===== src/rtl/ccr_pkg.sv =====
package ccr_pkg;
  localparam int DATA_W = 16;
  localparam int CCR_W  = 8;

  localparam int BIT_S = 7;
  localparam int BIT_X = 6;
  localparam int BIT_H = 5;
  localparam int BIT_I = 4;
  localparam int BIT_N = 3;
  localparam int BIT_Z = 2;
  localparam int BIT_V = 1;
  localparam int BIT_C = 0;

  localparam logic [CCR_W-1:0] CCR_RESET = 8'hD0;

  typedef enum logic [2:0] {
    OP_NONE   = 3'd0,
    OP_LDST   = 3'd1,
    OP_ADD    = 3'd2,
    OP_SUB    = 3'd3,
    OP_CMP    = 3'd4,
    OP_IDX    = 3'd5,
    OP_SHIFT  = 3'd6,
    OP_MULDIV = 3'd7
  } opClass_e;

  typedef enum logic [1:0] {C_ADD, C_SUB, C_SHIFT, C_STAT} cSrc_e;
  typedef enum logic [1:0] {V_CLR, V_ADD, V_SUB, V_NXC}    vSrc_e;

  typedef struct packed {
    logic  loadAll;
    logic  wrH;
    logic  wrN;
    logic  wrZ;
    logic  wrV;
    logic  wrC;
    logic  wideSel;
    cSrc_e cSrc;
    vSrc_e vSrc;
  } strobe_t;
endpackage


===== src/rtl/ccr_ctrl.sv =====
module ccr_ctrl
  import ccr_pkg::*;
(
  input  logic       opValid,
  input  logic [2:0] opClass,
  input  logic       opWide,
  input  logic       loadEn,
  output strobe_t    strb
);
  always_comb begin
    strb         = '0;
    strb.cSrc    = C_ADD;
    strb.vSrc    = V_CLR;
    strb.wideSel = opWide;
    if (loadEn) begin
      strb.loadAll = 1'b1;
    end else if (opValid) begin
      unique case (opClass_e'(opClass))
        OP_NONE: ;
        OP_LDST: begin
          strb.wrN = 1'b1; strb.wrZ = 1'b1; strb.wrV = 1'b1;
          strb.vSrc = V_CLR;
        end
        OP_ADD: begin
          strb.wrN = 1'b1; strb.wrZ = 1'b1; strb.wrV = 1'b1; strb.wrC = 1'b1;
          strb.wrH = ~opWide;
          strb.cSrc = C_ADD; strb.vSrc = V_ADD;
        end
        OP_SUB, OP_CMP: begin
          strb.wrN = 1'b1; strb.wrZ = 1'b1; strb.wrV = 1'b1; strb.wrC = 1'b1;
          strb.cSrc = C_SUB; strb.vSrc = V_SUB;
        end
        OP_IDX: begin
          strb.wrZ = 1'b1;
          strb.wideSel = 1'b1;
        end
        OP_SHIFT: begin
          strb.wrN = 1'b1; strb.wrZ = 1'b1; strb.wrV = 1'b1; strb.wrC = 1'b1;
          strb.cSrc = C_SHIFT; strb.vSrc = V_NXC;
        end
        OP_MULDIV: begin
          strb.wrZ = 1'b1; strb.wrC = 1'b1;
          strb.cSrc = C_STAT;
        end
        default: ;
      endcase
    end
  end
endmodule


===== src/rtl/ccr_dp.sv =====
module ccr_dp
  import ccr_pkg::*;
(
  input  logic              clk,
  input  logic              rstN,
  input  strobe_t           strb,
  input  logic [DATA_W-1:0] opA,
  input  logic [DATA_W-1:0] opB,
  input  logic [DATA_W-1:0] opRes,
  input  logic              shiftBit,
  input  logic              statusBit,
  input  logic [CCR_W-1:0]  loadData,
  output logic [CCR_W-1:0]  ccr
);
  localparam int NARROW_W = DATA_W / 2;

  logic aMsb, bMsb, rMsb, resZero;
  logic addCarry, subBorrow, halfCarry;
  logic newC, newV;
  logic [CCR_W-1:0] ccrNext;
  logic unusedOps;

  assign unusedOps = ^{opA, opB};

  assign aMsb = strb.wideSel ? opA[DATA_W-1]  : opA[NARROW_W-1];
  assign bMsb = strb.wideSel ? opB[DATA_W-1]  : opB[NARROW_W-1];
  assign rMsb = strb.wideSel ? opRes[DATA_W-1] : opRes[NARROW_W-1];
  assign resZero = strb.wideSel ? (opRes == '0) : (opRes[NARROW_W-1:0] == '0);

  assign addCarry  = (aMsb & bMsb) | (aMsb & ~rMsb) | (bMsb & ~rMsb);
  assign subBorrow = (~aMsb & bMsb) | (~aMsb & rMsb) | (bMsb & rMsb);
  assign halfCarry = (opA[3] & opB[3]) | (opA[3] & ~opRes[3]) | (opB[3] & ~opRes[3]);

  always_comb begin
    unique case (strb.cSrc)
      C_ADD:   newC = addCarry;
      C_SUB:   newC = subBorrow;
      C_SHIFT: newC = shiftBit;
      default: newC = statusBit;
    endcase
    unique case (strb.vSrc)
      V_ADD:   newV = (aMsb == bMsb) && (rMsb != aMsb);
      V_SUB:   newV = (aMsb != bMsb) && (rMsb != aMsb);
      V_NXC:   newV = rMsb ^ newC;
      default: newV = 1'b0;
    endcase
  end

  always_comb begin
    ccrNext = ccr;
    if (strb.loadAll) begin
      ccrNext        = loadData;
      ccrNext[BIT_X] = loadData[BIT_X] & ccr[BIT_X];
    end else begin
      if (strb.wrH) ccrNext[BIT_H] = halfCarry;
      if (strb.wrN) ccrNext[BIT_N] = rMsb;
      if (strb.wrZ) ccrNext[BIT_Z] = resZero;
      if (strb.wrV) ccrNext[BIT_V] = newV;
      if (strb.wrC) ccrNext[BIT_C] = newC;
    end
  end

  always_ff @(posedge clk) begin
    if (!rstN) ccr <= CCR_RESET;
    else       ccr <= ccrNext;
  end


  x_no_set_chk: assert property (@(posedge clk) disable iff (!rstN)
    !ccr[BIT_X] |=> !ccr[BIT_X]);


  masks_stable_chk: assert property (@(posedge clk) disable iff (!rstN)
    !strb.loadAll |=> $stable({ccr[BIT_S], ccr[BIT_X], ccr[BIT_I]}));
endmodule


===== src/rtl/ccr_unit.sv =====
module ccr_unit
  import ccr_pkg::*;
(
  input  logic        clk,
  input  logic        rstN,
  input  logic        opValid,
  input  logic [2:0]  opClass,
  input  logic        opWide,
  input  logic [15:0] opA,
  input  logic [15:0] opB,
  input  logic [15:0] opRes,
  input  logic        shiftBit,
  input  logic        statusBit,
  input  logic        loadEn,
  input  logic [7:0]  loadData,
  output logic [7:0]  ccr
);
  strobe_t strb;

  ccr_ctrl u_ctrl (
    .opValid (opValid),
    .opClass (opClass),
    .opWide  (opWide),
    .loadEn  (loadEn),
    .strb    (strb)
  );

  ccr_dp u_dp (
    .clk       (clk),
    .rstN      (rstN),
    .strb      (strb),
    .opA       (opA),
    .opB       (opB),
    .opRes     (opRes),
    .shiftBit  (shiftBit),
    .statusBit (statusBit),
    .loadData  (loadData),
    .ccr       (ccr)
  );


  none_hold_chk: assert property (@(posedge clk) disable iff (!rstN)
    (!loadEn && (!opValid || opClass == 3'd0)) |=> $stable(ccr));


  idx_only_z_chk: assert property (@(posedge clk) disable iff (!rstN)
    (!loadEn && opValid && opClass == 3'd5) |=> ($stable(ccr[7:3]) && $stable(ccr[1:0])));


  ldst_clr_v_chk: assert property (@(posedge clk) disable iff (!rstN)
    (!loadEn && opValid && opClass == 3'd1) |=> (!ccr[1] && $stable(ccr[0]) && $stable(ccr[5])));


  load_wins_chk: assert property (@(posedge clk) disable iff (!rstN)
    loadEn |=> (ccr[5:0] == $past(loadData[5:0]) && ccr[7] == $past(loadData[7])));


  muldiv_c_chk: assert property (@(posedge clk) disable iff (!rstN)
    (!loadEn && opValid && opClass == 3'd7) |=> (ccr[0] == $past(statusBit)));
endmodule


===== config.mk =====
export PLATFORM = sky130hd
export DESIGN_NAME = ccr_unit
export DESIGN_NICKNAME = d
export VERILOG_FILES = /design/src/rtl/ccr_pkg.sv /design/src/rtl/ccr_ctrl.sv /design/src/rtl/ccr_dp.sv /design/src/rtl/ccr_unit.sv
export SDC_FILE = /design/constraint.sdc
export NUM_CORES = 1
export LEC_CHECK = 0
export ABC_AREA = 1
export BUFFER_PORTS_ARGS = -buffer_cell sky130_fd_sc_hd__buf_4
export CAP_MARGIN = 25
export CORE_UTILIZATION = 39
export DETAILED_ROUTE_END_ITERATION = 8
export PLACE_DENSITY = 0.93
export SLEW_MARGIN = 20
export SYNTH_ARGS = -nofsm -noshare
export SYNTH_HDL_FRONTEND = slang
export SYNTH_SLANG_ARGS = --single-unit

===== constraint.sdc =====
create_clock -name clk -period 3.8 [get_ports clk]
set_input_delay 0.95 -clock clk [delete_from_list [all_inputs] [get_ports clk]]
set_output_delay 0.95 -clock clk [all_outputs]
set_load 0.03 [all_outputs]

==> results of run 1 <==
## metal layers
metal,wire length [µm],part of all wire [%],up-vias,global-route usage [%]
li1,-,-,509,-
met4,0,0,0,5.882
met5,0,0,-,0
met3,223,9.4,0,8.235
met1,938,40,460,24.48
met2,1207,51,49,39.72
## stage by stage
step                      hold slack (ns)  area (µm²)
after floorplan                    0.5795       772.0
after global placement             0.4399        1145
after CTS                          0.4678        1167
final                              0.4655        1167
after global routing               0.4792        1167
after detailed placement           0.4467        1145
## worst min-delay path by stage
stage / from / endpoint / cells past startpoint
2_1_floorplan: u_dp.ccr[5] / u_dp.ccr[5] / 2
3_3_place_gp: u_dp.ccr[7] / u_dp.ccr[7] / 2
3_5_place_dp: u_dp.ccr[7] / u_dp.ccr[7] / 2
4_1_cts: u_dp.ccr[7] / u_dp.ccr[7] / 2
5_1_grt: u_dp.ccr[5] / u_dp.ccr[5] / 2
6_report: u_dp.ccr[5] / u_dp.ccr[5] / 2
## placed cells by master (no fill, tap or decap), drive strengths merged, types with 3 or more instances in the layout
cell type and count:
a31oi 3, buf 47, nand2 38, ha 4, a21oi 9, nor4 4, dfxtp 8, o21ai 5
nor3 3, inv 18, clkbuf 3, nand3 12, nor2 11
## worst reg2reg max path, stage by stage, from the launching register on
cell and delay [ns]:
sky130_fd_sc_hd__dfxtp_1 0.34, sky130_fd_sc_hd__nand2_1 0.06, sky130_fd_sc_hd__a31oi_1 0.17, sky130_fd_sc_hd__o21ai_0 0.11, sky130_fd_sc_hd__inv_1 0.06
## area by class of cell
type / count / share of cell area (%)
Clock buffer: 3 / 1.929
Timing Repair Buffer: 47 / 30.23
Multi-Input combinational cell: 96 / 45.66
Tap cell: 25 / 2.680
Sequential cell: 8 / 13.72
Inverter: 18 / 5.788
## power groups by stage
stage	logic [W]	registers (W)	clock network, W
global route	0.000128	0.0000940	0.0000734
global placement	0.000112	0.0000949	0
CTS	0.000117	0.0000935	0.0000654
detailed placement	0.000116	0.0000952	0
finish	0.000118	0.0000937	0.0000650
floorplan	0.0000501	0.000107	0
## cell families after synthesis
family	synth area share, %
compound gates	16.05
xor+xnor	1.135
fa+ha+maj	6.483
buf+inv	10.21
flops	20.75
simple gates	45.38
==> results.md, run 1 <==
- The flow ran to the end, and the final reports show no timing, DRC or antenna violations.
- The floorplan step defined a core boundary enclosing 1783 µm².
- The setup slack after layout is 1.483 ns.
- The highest-delay cell along the critical path is sky130_fd_sc_hd__ha_1.
- The count of nets left with antenna violations once routing finished came out at 0.
- After layout, the minimum clock period comes to 2.317 ns.
- Detailed placement finished with a half-perimeter wire length of 1885 µm.
- The distinct cell type count of the synthesized netlist is 24.
- The worst setup path is launched from an input pin.
- The ratio of cells with drive above 1 in the final layout is 37.21%.
- The largest net degree at the start of global routing is 12.
- The flip-flop count of the largest register after layout is 8.
- After synthesis the cells add up to 772.0 µm².
- The number of enable-type register cells in the synthesized netlist is 0.
- The part of the Yosys area used for sequential elements is 20.75%.
- u_dp.ccr holds more flip-flops than any other register.
- Traced cell by cell, the critical path runs through buf_4 > inv_2 > nand3_4 > nand3b_1 > nand2_2 > ha_1 > nor2_1 > nand3_1 > nand2_2 > nand3_1 > nand3_1 > nand2_1 > nand2_1 > a21oi_2.
- Registers take 160.2 µm².
- The final worst-path cycle share is 60.98%.
- The net count of the finished layout is 244.
- Counting flops with an async set or reset pin after synthesis yields a share of 0%.
- Internal power comes to 0.0001804 W.
- The number of antenna violations at the first check in global routing is 0.
- The deepest clock path buffer count is 2.
- The worst hold path belongs to the class reg2reg.
- The final wirelength is 2369 µm.
- Headroom to the max-slew limit came out at 71.59%.
- The Yosys step of the flow raised 0 warnings.
- After global routing the overflow that remains totals 0.
- Global routing used 22.34% of the available tracks across all layers.
- The most repeated library cell on the critical path is sky130_fd_sc_hd__nand3_1.
- Summed over its instances, the top area cell type makes up 20.75% of the synthesized netlist area.
- The number of buffers inserted for hold repair after clock tree synthesis is 0.
- The analysis attributes to net switching a power of 0.00009588 W.
- The capture instance of the worst register-to-register path is u_dp.ccr[0].
- Compared with the post-synthesis result, the final layout area differs by 51.22%.
- The via density per instance is 5.168.
- Measured along the x axis, the die boundary spans 46.49 µm.
- The number of placement rows is 15.
- The critical path ends at u_dp.ccr[1].
- The primary flip-flop cell chosen by synthesis mapping is sky130_fd_sc_hd__dfxtp_1.
- Fill cells in the final layout number 161.
- Of the total power, combinational logic draws 42.5%.
- Counting buffers and inverters, the worst setup path is 14 cells deep.
- The die is 46.49 µm tall.
- The buffer count from post-CTS setup fixing is 0.
- The slew at the pin closest to its max-slew limit is 0.4229 ns.
- The number of hold violations in the final report came to 0.
- The first routing iteration left 40 violations.
- Tracing the worst setup path back leads to its startpoint at loadEn.
- The timing-limited maximum frequency is 431.5 MHz.
- Summed over all cells, the static leakage comes to 0.6168 nW.
- The wire length per cell is 12.03 µm.
- Of all nets on the critical path, the largest fanout is 11.
- TritonCTS built the clock tree.
- The worst register-to-register path has a depth of 4.
- The number of remaining DRC errors is 0.
- The max-capacitance violation count is 0.
- The count of inserted antenna diode cells is 0.
- The area occupied by multi-input gates is 533.0 µm².
- In this run the count of I/O pins placed on the die edge is 74.
- The arrival time at the worst endpoint is 2.46 ns.
- Measured on the finished design, the core utilization comes to 65.47%.
- The number of setup violations in the final report is 0.
- The synthesized area per cell is 6.276 µm².
- The most frequently used cell type in the post-synthesis netlist is sky130_fd_sc_hd__nand2_1.
- The critical path is of the in2reg type.
- Setup total negative slack on the finished layout was measured at 0 ns.
- The overall via count from detail_route is 1018.
- The clock edge transition at the registers on the reported setup and hold paths is 0.05 ns.
- In this run the number of H-tree levels came out at 1.
- The largest registers in the layout are u_dp.ccr: 8 flops.
- The master cell of the clock root buffer is sky130_fd_sc_hd__clkbuf_4.
- The number of flip-flops and latches in the synthesized netlist is 8.
- The wire length of the first global-routing pass is 3456 µm.
- Counting every sink on the clock net gives 8.
- The cell type group with the largest total delay on the critical path is simple AND/OR/NAND/NOR gates.
- For this configuration, the core starts out at a cell density of 43.30%.
- The cell type with the largest total area after synthesis is sky130_fd_sc_hd__dfxtp_1.
- The fraction of power spent switching nets is 34.71%.
- Once layout is complete, the cells apart from fillers number 197.
- The largest single stage delay on the critical path is 0.19 ns.
- The later-pin clock latency in the skew report is 0.26 ns.
- Across the routed clock network, the largest skew measured is 0 ns.
- The number of placed instances with taps included is 194.
- The count of final max-slew check failures is 0.
- The setup check on the worst reg-to-reg path leaves a slack of 3.01 ns.
- The final weighted congestion in routability-driven placement is 0.8338.
- Ranked by total cell area, the synthesized netlist is headed by sky130_fd_sc_hd__dfxtp_1, sky130_fd_sc_hd__nand2_1, sky130_fd_sc_hd__inv_1.
- The overall die area is 2161 µm².
- The completed layout was analyzed and its total power is 0.0002763 W.
- The required arrival time at the worst endpoint is 3.94 ns.
- The via count of the first global-routing pass was 895.
- The number of buffers inserted by port buffering is 47.
- Sequential cells burn 33.9% of the power.
- The kind of end point of the critical path is a flop.
- The count of instances resized after the clock tree is built is 0.
- Setup repair after global routing left no endpoint under its margin.
- Ranked by instance count, the synthesized netlist is headed by sky130_fd_sc_hd__nand2_1, sky130_fd_sc_hd__inv_1, sky130_fd_sc_hd__nand3_1.
- When the netlist entered floorplanning its net count stood at 193.
- Clock tree synthesis inserted a total of 3 buffers.
- The worst-case setup slack after placement is 1.236 ns.
- The number of buffer and inverter stages on the critical path is 2.
- In the synthesized netlist, the number of instances is 123.
- The maximum ir drop on the vdd rail is 0.0001600 V.
- The number of iterations in the first detailed-routing pass is 4.
- The clock network fraction of total power is 23.5%.
- For this design the ratio of total power to cell area is 236.7 nW/µm².
- The startpoint of the most critical register-to-register path is u_dp.ccr[0].
Note: power is estimated with default switching activity, not from simulation.
==> run 2, diff against run 1 <==
--- a/config.mk
+++ b/config.mk
@@ -8,9 +8,9 @@
 export ABC_AREA = 1
 export BUFFER_PORTS_ARGS = -buffer_cell sky130_fd_sc_hd__buf_4
 export CAP_MARGIN = 25
-export CORE_UTILIZATION = 39
+export CORE_UTILIZATION = 36
 export DETAILED_ROUTE_END_ITERATION = 8
-export PLACE_DENSITY = 0.93
+export PLACE_DENSITY = 0.88
 export SLEW_MARGIN = 20
 export SYNTH_ARGS = -nofsm -noshare
 export SYNTH_HDL_FRONTEND = slang
==> constraint.sdc (replaced) <==
create_clock -name clk -period 2.4 [get_ports clk]
set_input_delay 0.6 -clock clk [delete_from_list [all_inputs] [get_ports clk]]
set_output_delay 0.6 -clock clk [all_outputs]
set_load 0.03 [all_outputs]
==> results.md, run 2 (synthesis results as in run 1) <==
- STA classifies the critical path endpoint as a flop.
- In the final layout, the registers with the most flip-flops are u_dp.ccr: 8 flops.
- In this run the core area contains 16 standard-cell rows.
- The most critical setup path has its startpoint at loadEn.
- In the final routed layout, each cell accounts on average for 10.50 µm.
- The count of inserted antenna diode cells is 0.
- The run finished with clean final reports.
- The master cell of the clock root buffer is sky130_fd_sc_hd__clkbuf_4.
- The pre-antenna-repair detailed-routing pass consisted of 4 iterations.
- The count of instances resized after the clock tree is built is 0.
- The flip-flop count of the largest register after layout is 8.
- The growth of design area from synthesis to finish is 51.54%.
- For the worst setup path, the data required time is 2.60 ns.
- The wire length of the first global-routing pass is 3677 µm.
- Dividing total power by cell area gives a power density of 373.5 nW/µm².
- The number of placed instances, taps included, is 196.
- The number of hold violations in the final report came to 0.
- The number of antenna violations at the first check in global routing came to 0.
- The maximum ir drop on the vdd rail is 0.0003041 V.
- The count of final max-slew check failures is 0.
- The CTS tree is yes.
- The final weighted congestion in routability-driven placement is 0.8639.
- At the end of the flow, the number of nets in the layout was 244.
- The worst hold path begins at u_dp.ccr[6].
- The overall via count from detail_route is 973.
- The number of setup violations in the final report is 0.
- Global routing used 19.37% of the available tracks across all layers.
- The final wirelength is 2089 µm.
- The tightest min-delay check is of the reg2reg type.
- The tree built by TritonCTS fans out to 8 sinks.
- The number of standard cells in the final layout excluding fillers is 199.
- The startpoint of the most critical register-to-register path is u_dp.ccr[0].
- Clock latency on the worst-skew pair, taken at its later pin, is 0.26 ns.
- The overall die area is 2333 µm².
- The number of nets with antenna violations after detailed routing is 0.
- The register containing the most flip-flops in the final layout is u_dp.ccr.
- The worst clock skew is 0 ns.
- The final critical delay including setup and external delays is 1.930 ns.
- Measured against its own limit, the worst slew margin works out to 77.91%.
- The top fanout value on the critical path is 11.
- The max-capacitance violation count is 0.
- The deepest clock path buffer count is 2.
- For the pin with the worst max-slew slack, the measured transition is 0.3288 ns.
- The horizontal die dimension is 48.31 µm.
- The CTS buffer count is 3.
- STA puts the critical path data arrival time at 2.13 ns.
- Setup repair after global routing left no endpoint under its margin.
- The via density per instance is 4.889.
- The count of H-tree levels built during CTS is 1.
- The via count of the first global-routing pass is 938.
- The number of ports placed on the die boundary is 74.
- The timing-limited maximum frequency is 518.2 MHz.
- In this run the post-CTS setup repair buffer count came out at 0.
- The height of the die is 48.31 µm.
- STA classifies the critical path startpoint as an input pin.
- The number of buffers inserted for hold repair after clock tree synthesis is 0.
- In the layout the commonest cells are sky130_fd_sc_hd__buf_4, sky130_fd_sc_hd__nand2_1, sky130_fd_sc_hd__inv_1.
- Leaving out fill and tap cells, the most frequent cell in the layout is sky130_fd_sc_hd__buf_4.
- In this run the static leakage power is 0.6168 nW.
- In this run the standard cell core region covers 1982 µm².
- Input and output buffers added on the ports amount to 47.
- The HPWL after detailed placement is 1722 µm.
- The final sum of negative setup slack is 0 ns.
- The type of the setup path with the least slack is in2reg.
- The largest net degree at the start of global routing is 12.
- The final worst-path cycle share is 80.41%.
- After clock tree synthesis, the clock-pin slew on the worst setup and hold paths is 0.05 ns.
- In the routed design, unresolved DRC markers number 0.
- The initial core utilization is 38.95%.
- The first routing iteration left 20 violations.
- The overall overflow remaining after global route is 0.
- The ratio of cells with drive above 1 in the final layout is 37.21%.
-- run 2: worst max-delay path, stage by stage --
cell and delay, ns:
sky130_fd_sc_hd__buf_4 0.16, sky130_fd_sc_hd__inv_2 0.18, sky130_fd_sc_hd__nand3_4 0.13, sky130_fd_sc_hd__nand3b_1 0.12
sky130_fd_sc_hd__nand2_2 0.07, sky130_fd_sc_hd__ha_1 0.19, sky130_fd_sc_hd__nor2_1 0.11, sky130_fd_sc_hd__nand3_1 0.10
sky130_fd_sc_hd__nand2_2 0.08, sky130_fd_sc_hd__nand2_2 0.06, sky130_fd_sc_hd__nand2_1 0.05, sky130_fd_sc_hd__nand3_1 0.06
sky130_fd_sc_hd__nand2_1 0.06, sky130_fd_sc_hd__nand2_1 0.05, sky130_fd_sc_hd__a21oi_2 0.11
-- run 2: layout make-up --
| cell class | count | area (µm²) |
|---|---|---|
| fillers | 189 | 812.0 |
| multi-input cells | 96 | 533.0 |
| well taps | 27 | 33.78 |
| repair buffers | 47 | 352.8 |
| inverters | 18 | 67.56 |
| flip-flops and latches | 8 | 160.2 |
| clock buffers | 3 | 22.52 |
-- run 2: metal layers --
metal	track usage (%)	wire length [µm]
met3	4.088	111
met2	37.79	1095
met1	21.03	862
met4	4.412	19
met5	0	0
-- run 2: report_power, final --
group / switching (W) / total (W) / internal [W]
logic: 0.0000962 / 0.000181 / 0.0000852
clock network: 0.0000500 / 0.000108 / 0.0000575
registers: 0.00000505 / 0.000148 / 0.000143
total: 0.000151 / 0.000437 / 0.000286
-- run 2: through the flow --
step / util (%) / setup WS [ns] / total power (W) / hold WS [ns] / cell area, µm²
global placement: 57.89 / 0.2562 / 0.0003260 / 0.4419 / 1147
floorplan: - / 0.5565 / 0.0002493 / 0.5795 / 772.0
global route: 59.03 / 0.3269 / 0.0004657 / 0.4833 / 1170
finish: 59.03 / 0.4702 / 0.0004370 / 0.4538 / 1170
detailed placement: 57.89 / 0.2012 / 0.0003319 / 0.4504 / 1147
CTS: 59.03 / 0.4762 / 0.0004394 / 0.4576 / 1170
-- run 2: final timing paths --
| path | end | slack [ns] | cells after the start |
|---|---|---|---|
| setup / recovery | u_dp.ccr[1] | 0.47 | 15 |
| hold / removal | u_dp.ccr[6] | 0.45 | 2 |
| setup reg to reg | u_dp.ccr[0] | 1.66 | 4 |
| hold reg to reg | u_dp.ccr[6] | 0.45 | 2 |
==> run 3, diff against run 2 <==
==> constraint.sdc (replaced) <==
create_clock -name clk -period 1.9 [get_ports clk]
set_input_delay 0.475 -clock clk [delete_from_list [all_inputs] [get_ports clk]]
set_output_delay 0.475 -clock clk [all_outputs]
set_load 0.03 [all_outputs]
==> results.md, run 3 (synthesis results as in run 1) <==
- The number of antenna violations at the first check in global routing is 0.
- For this run, the slowest stage of the critical path takes 0.18 ns.
- Relative to the synthesized area, the layout overhead comes to 62.24%.
- In this run the critical register-to-register path is launched from u_dp.ccr[0].
- Clock-pin slew was measured on the worst setup and hold paths at 0.05 ns.
- The layout net count is 255.
- The worst register-to-register path ends at u_dp.ccr[0].
- The first global-routing pass estimated 3974 µm of wire.
- The detailed router placed 1039 vias in this run.
- The number of antenna diodes in the final layout is 0.
- For this design, the slowest cell found on the critical path is sky130_fd_sc_hd__ha_1.
- The internal power component is 0.0003759 W.
- The count of final max-slew check failures is 0.
- Cells with a size suffix above 1 make up 40.98% of the layout.
- The number of placed instances with taps included is 207.
- The total net switching power is 0.0001941 W.
- The overall overflow remaining after global route is 0.
- The leakage component of the power is 0.6700 nW.
- The critical path goes through buf_4 > nand2_1 > inv_1 > nand3_4 > nand2_4 > nand2_1 > nand2_4 > ha_1 > nor2_1 > nand3_1 > nand2_2 > nand3_1 > nand3_1 > nand2_1 > nand2_1 > a21oi_2.
- The maximum ir drop on the vdd rail is 0.0003981 V.
- More flip-flops sit in one register than any other, and that register is u_dp.ccr.
- The horizontal die dimension is 48.31 µm.
- In this run switching power makes up 34.06% of total power.
- The setup slack of the worst register-to-register path is 1.16 ns.
- The clock network is responsible for 23.1% of the overall power.
- The floorplan has 16 rows.
- Input and output buffers added on the ports amount to 47.
- For the worst-skew pair, the clock arrives at the later sink with an insertion delay of 0.26 ns.
- The capture point of the worst path is u_dp.ccr[1].
- The final critical delay including setup and external delays is 1.754 ns.
- The number of setup violations in the final report is 0.
- The count of instances resized after the clock tree is built is 0.
- The largest net degree at the start of global routing is 11.
- The tree is rooted in a sky130_fd_sc_hd__clkbuf_4.
- The arrival time at the worst endpoint is 1.90 ns.
- Setup repair after global routing left no endpoint under its margin.
- The critical path starts at opClass[2].
- The top fanout value on the critical path is 6.
- Summed over all nets, the half-perimeter wirelength after detailed placement is 1923 µm.
- The CTS buffer count is 3.
- The most repeated library cell on the critical path is sky130_fd_sc_hd__nand2_1.
- The sequential power share is 32.8%.
- Wires add up to 2316 µm.
- At the end of routability-driven placement, the weighted congestion stood at 0.8948.
- The top cell types in the final layout, fill and taps aside, are sky130_fd_sc_hd__buf_4, sky130_fd_sc_hd__nand2_1, sky130_fd_sc_hd__inv_1.
- The final worst-path cycle share is 92.33%.
- The number of standard cells in the final layout excluding fillers is 210.
- The die is 48.31 µm tall.
- The initial core utilization is 38.95%.
- For the worst setup path, the data required time is 2.05 ns.
- After routing the design area is 1252 µm².
- Power spread over the standard cell area amounts to 455.1 nW/µm².
- The flow ran to the end, and the final reports show no timing, DRC or antenna violations.
- Using the TritonRoute via totals, the vias-per-cell ratio works out to 4.948.
- Measured against its own limit, the worst slew margin works out to 72.36%.
- The via count of the first global-routing pass is 1015.
- The class of the most critical hold timing path is in2reg.
- The register cell area after layout is 160.2 µm².
- In the routed design, unresolved DRC markers number 0.
- After filler insertion, the fill cell instance count of the layout stands at 165.
- STA classifies the critical path endpoint as a flop.
- The first detailed-routing pass took 4 iterations.
- The die covers 2333 µm².
- The wire length per cell is 11.03 µm.
- The CTS tree is yes.
- The largest registers in the layout are u_dp.ccr: 8 flops.
- In this run, the number of DRC markers left after iteration 0 of detailed routing was 34.
- The worst clock skew is 0 ns.
- The multi-input combinational cells in the finished layout cover a total of 533.0 µm².
- The cell count of the worst reg-to-reg path is 4.
- The detail route stage leaves a number of antenna-violating nets equal to 0.
- Based on the critical path, the design can be clocked at up to 570.0 MHz.
- The number of hold violations in the final report is 0.
- The worst setup path is of the in2reg kind.
- The tool flagged a number of max-cap violations equal to 0.
- The post-placement cell area is 1230 µm².
- Per report_power, the combinational group accounts for 44.1% of the total.
- Pin placement for this block handled 74 I/O pins.
- The number of buffers inserted for hold repair after clock tree synthesis is 0.
- The total core area is 1982 µm².
- Leaving out fill and tap cells, the most frequent cell in the layout is sky130_fd_sc_hd__buf_4.
- In this run the post-CTS setup repair buffer count came out at 0.
- The clock net in this run drives a total of 8 sinks.
- Global routing used 21.18% of the available tracks.
- The slew at the pin closest to its max-slew limit is 0.4115 ns.
- The flip-flop count of the largest register after layout is 8.
- The sort of element at the start of the critical path is an input pin.
- The deepest clock path buffer count is 2.
- CTS built an H-tree with a depth of 1.
[run 3: changes by cell type in the layout (fill, tap and decap cells not counted), sizes merged]
cell,previous run,this run
buf,47,58
[run 3: how the worst min path moves through the flow]
stage	startpoint	end	slack, ns	cells after the start
after CTS	loadData[7]	u_dp.ccr[7]	0.42	3
final	loadData[7]	u_dp.ccr[7]	0.42	3
after global routing	loadData[7]	u_dp.ccr[7]	0.43	3
after global placement	u_dp.ccr[4]	u_dp.ccr[4]	0.44	2
after floorplan	rstN	u_dp.ccr[6]	0.54	1
after detailed placement	u_dp.ccr[5]	u_dp.ccr[5]	0.46	2
[run 3: cell type report]
cell class / count / share of cell area [%]
flip-flops and latches: 8 / 12.79
inverters: 18 / 5.395
well taps: 27 / 2.697
repair buffers: 58 / 34.77
multi-input cells: 96 / 42.56
clock buffers: 3 / 1.798
[run 3: worst max-delay path, delay by kind of cell]
family	cells	cell delay (ns)
compound gates	1	0.05
fa+ha+maj	1	0.18
buf+inv	2	0.19
simple gates	12	1.03
[run 3: power groups by stage]
stage	logic (W)	clock network, W	registers [W]
after floorplan	0.000100	0	0.000215
after global placement	0.000240	0	0.000190
after detailed placement	0.000249	0	0.000191
after CTS	0.000250	0.000135	0.000187
after global routing	0.000273	0.000143	0.000188
final	0.000251	0.000131	0.000187
[run 3: per-layer routing]
layer	vias to the layer above	part of all wire, %	track usage [%]
met5	-	0	0
met4	0	0.82	6.863
li1	531	-	-
met1	469	40	23.80
met3	3	5.5	4.088
met2	36	54	39.67
[run 3: through the flow]
| stage | utilization [%] | worst slack, ns | setup TNS, ns | total power [W] | hold slack [ns] |
|---|---|---|---|---|---|
| finish | 63.19 | 0.1457 | 0 | 0.0005700 | 0.4228 |
| detailed placement | 62.06 | -0.1040 | -0.1254 | 0.0004399 | 0.4559 |
| floorplan | - | 0.1815 | 0 | 0.0003149 | 0.5441 |
| CTS | 63.19 | 0.1692 | 0 | 0.0005719 | 0.4207 |
| global placement | 62.06 | -0.01134 | -0.01134 | 0.0004300 | 0.4418 |
| global route | 63.19 | 0.006557 | 0 | 0.0006049 | 0.4275 |
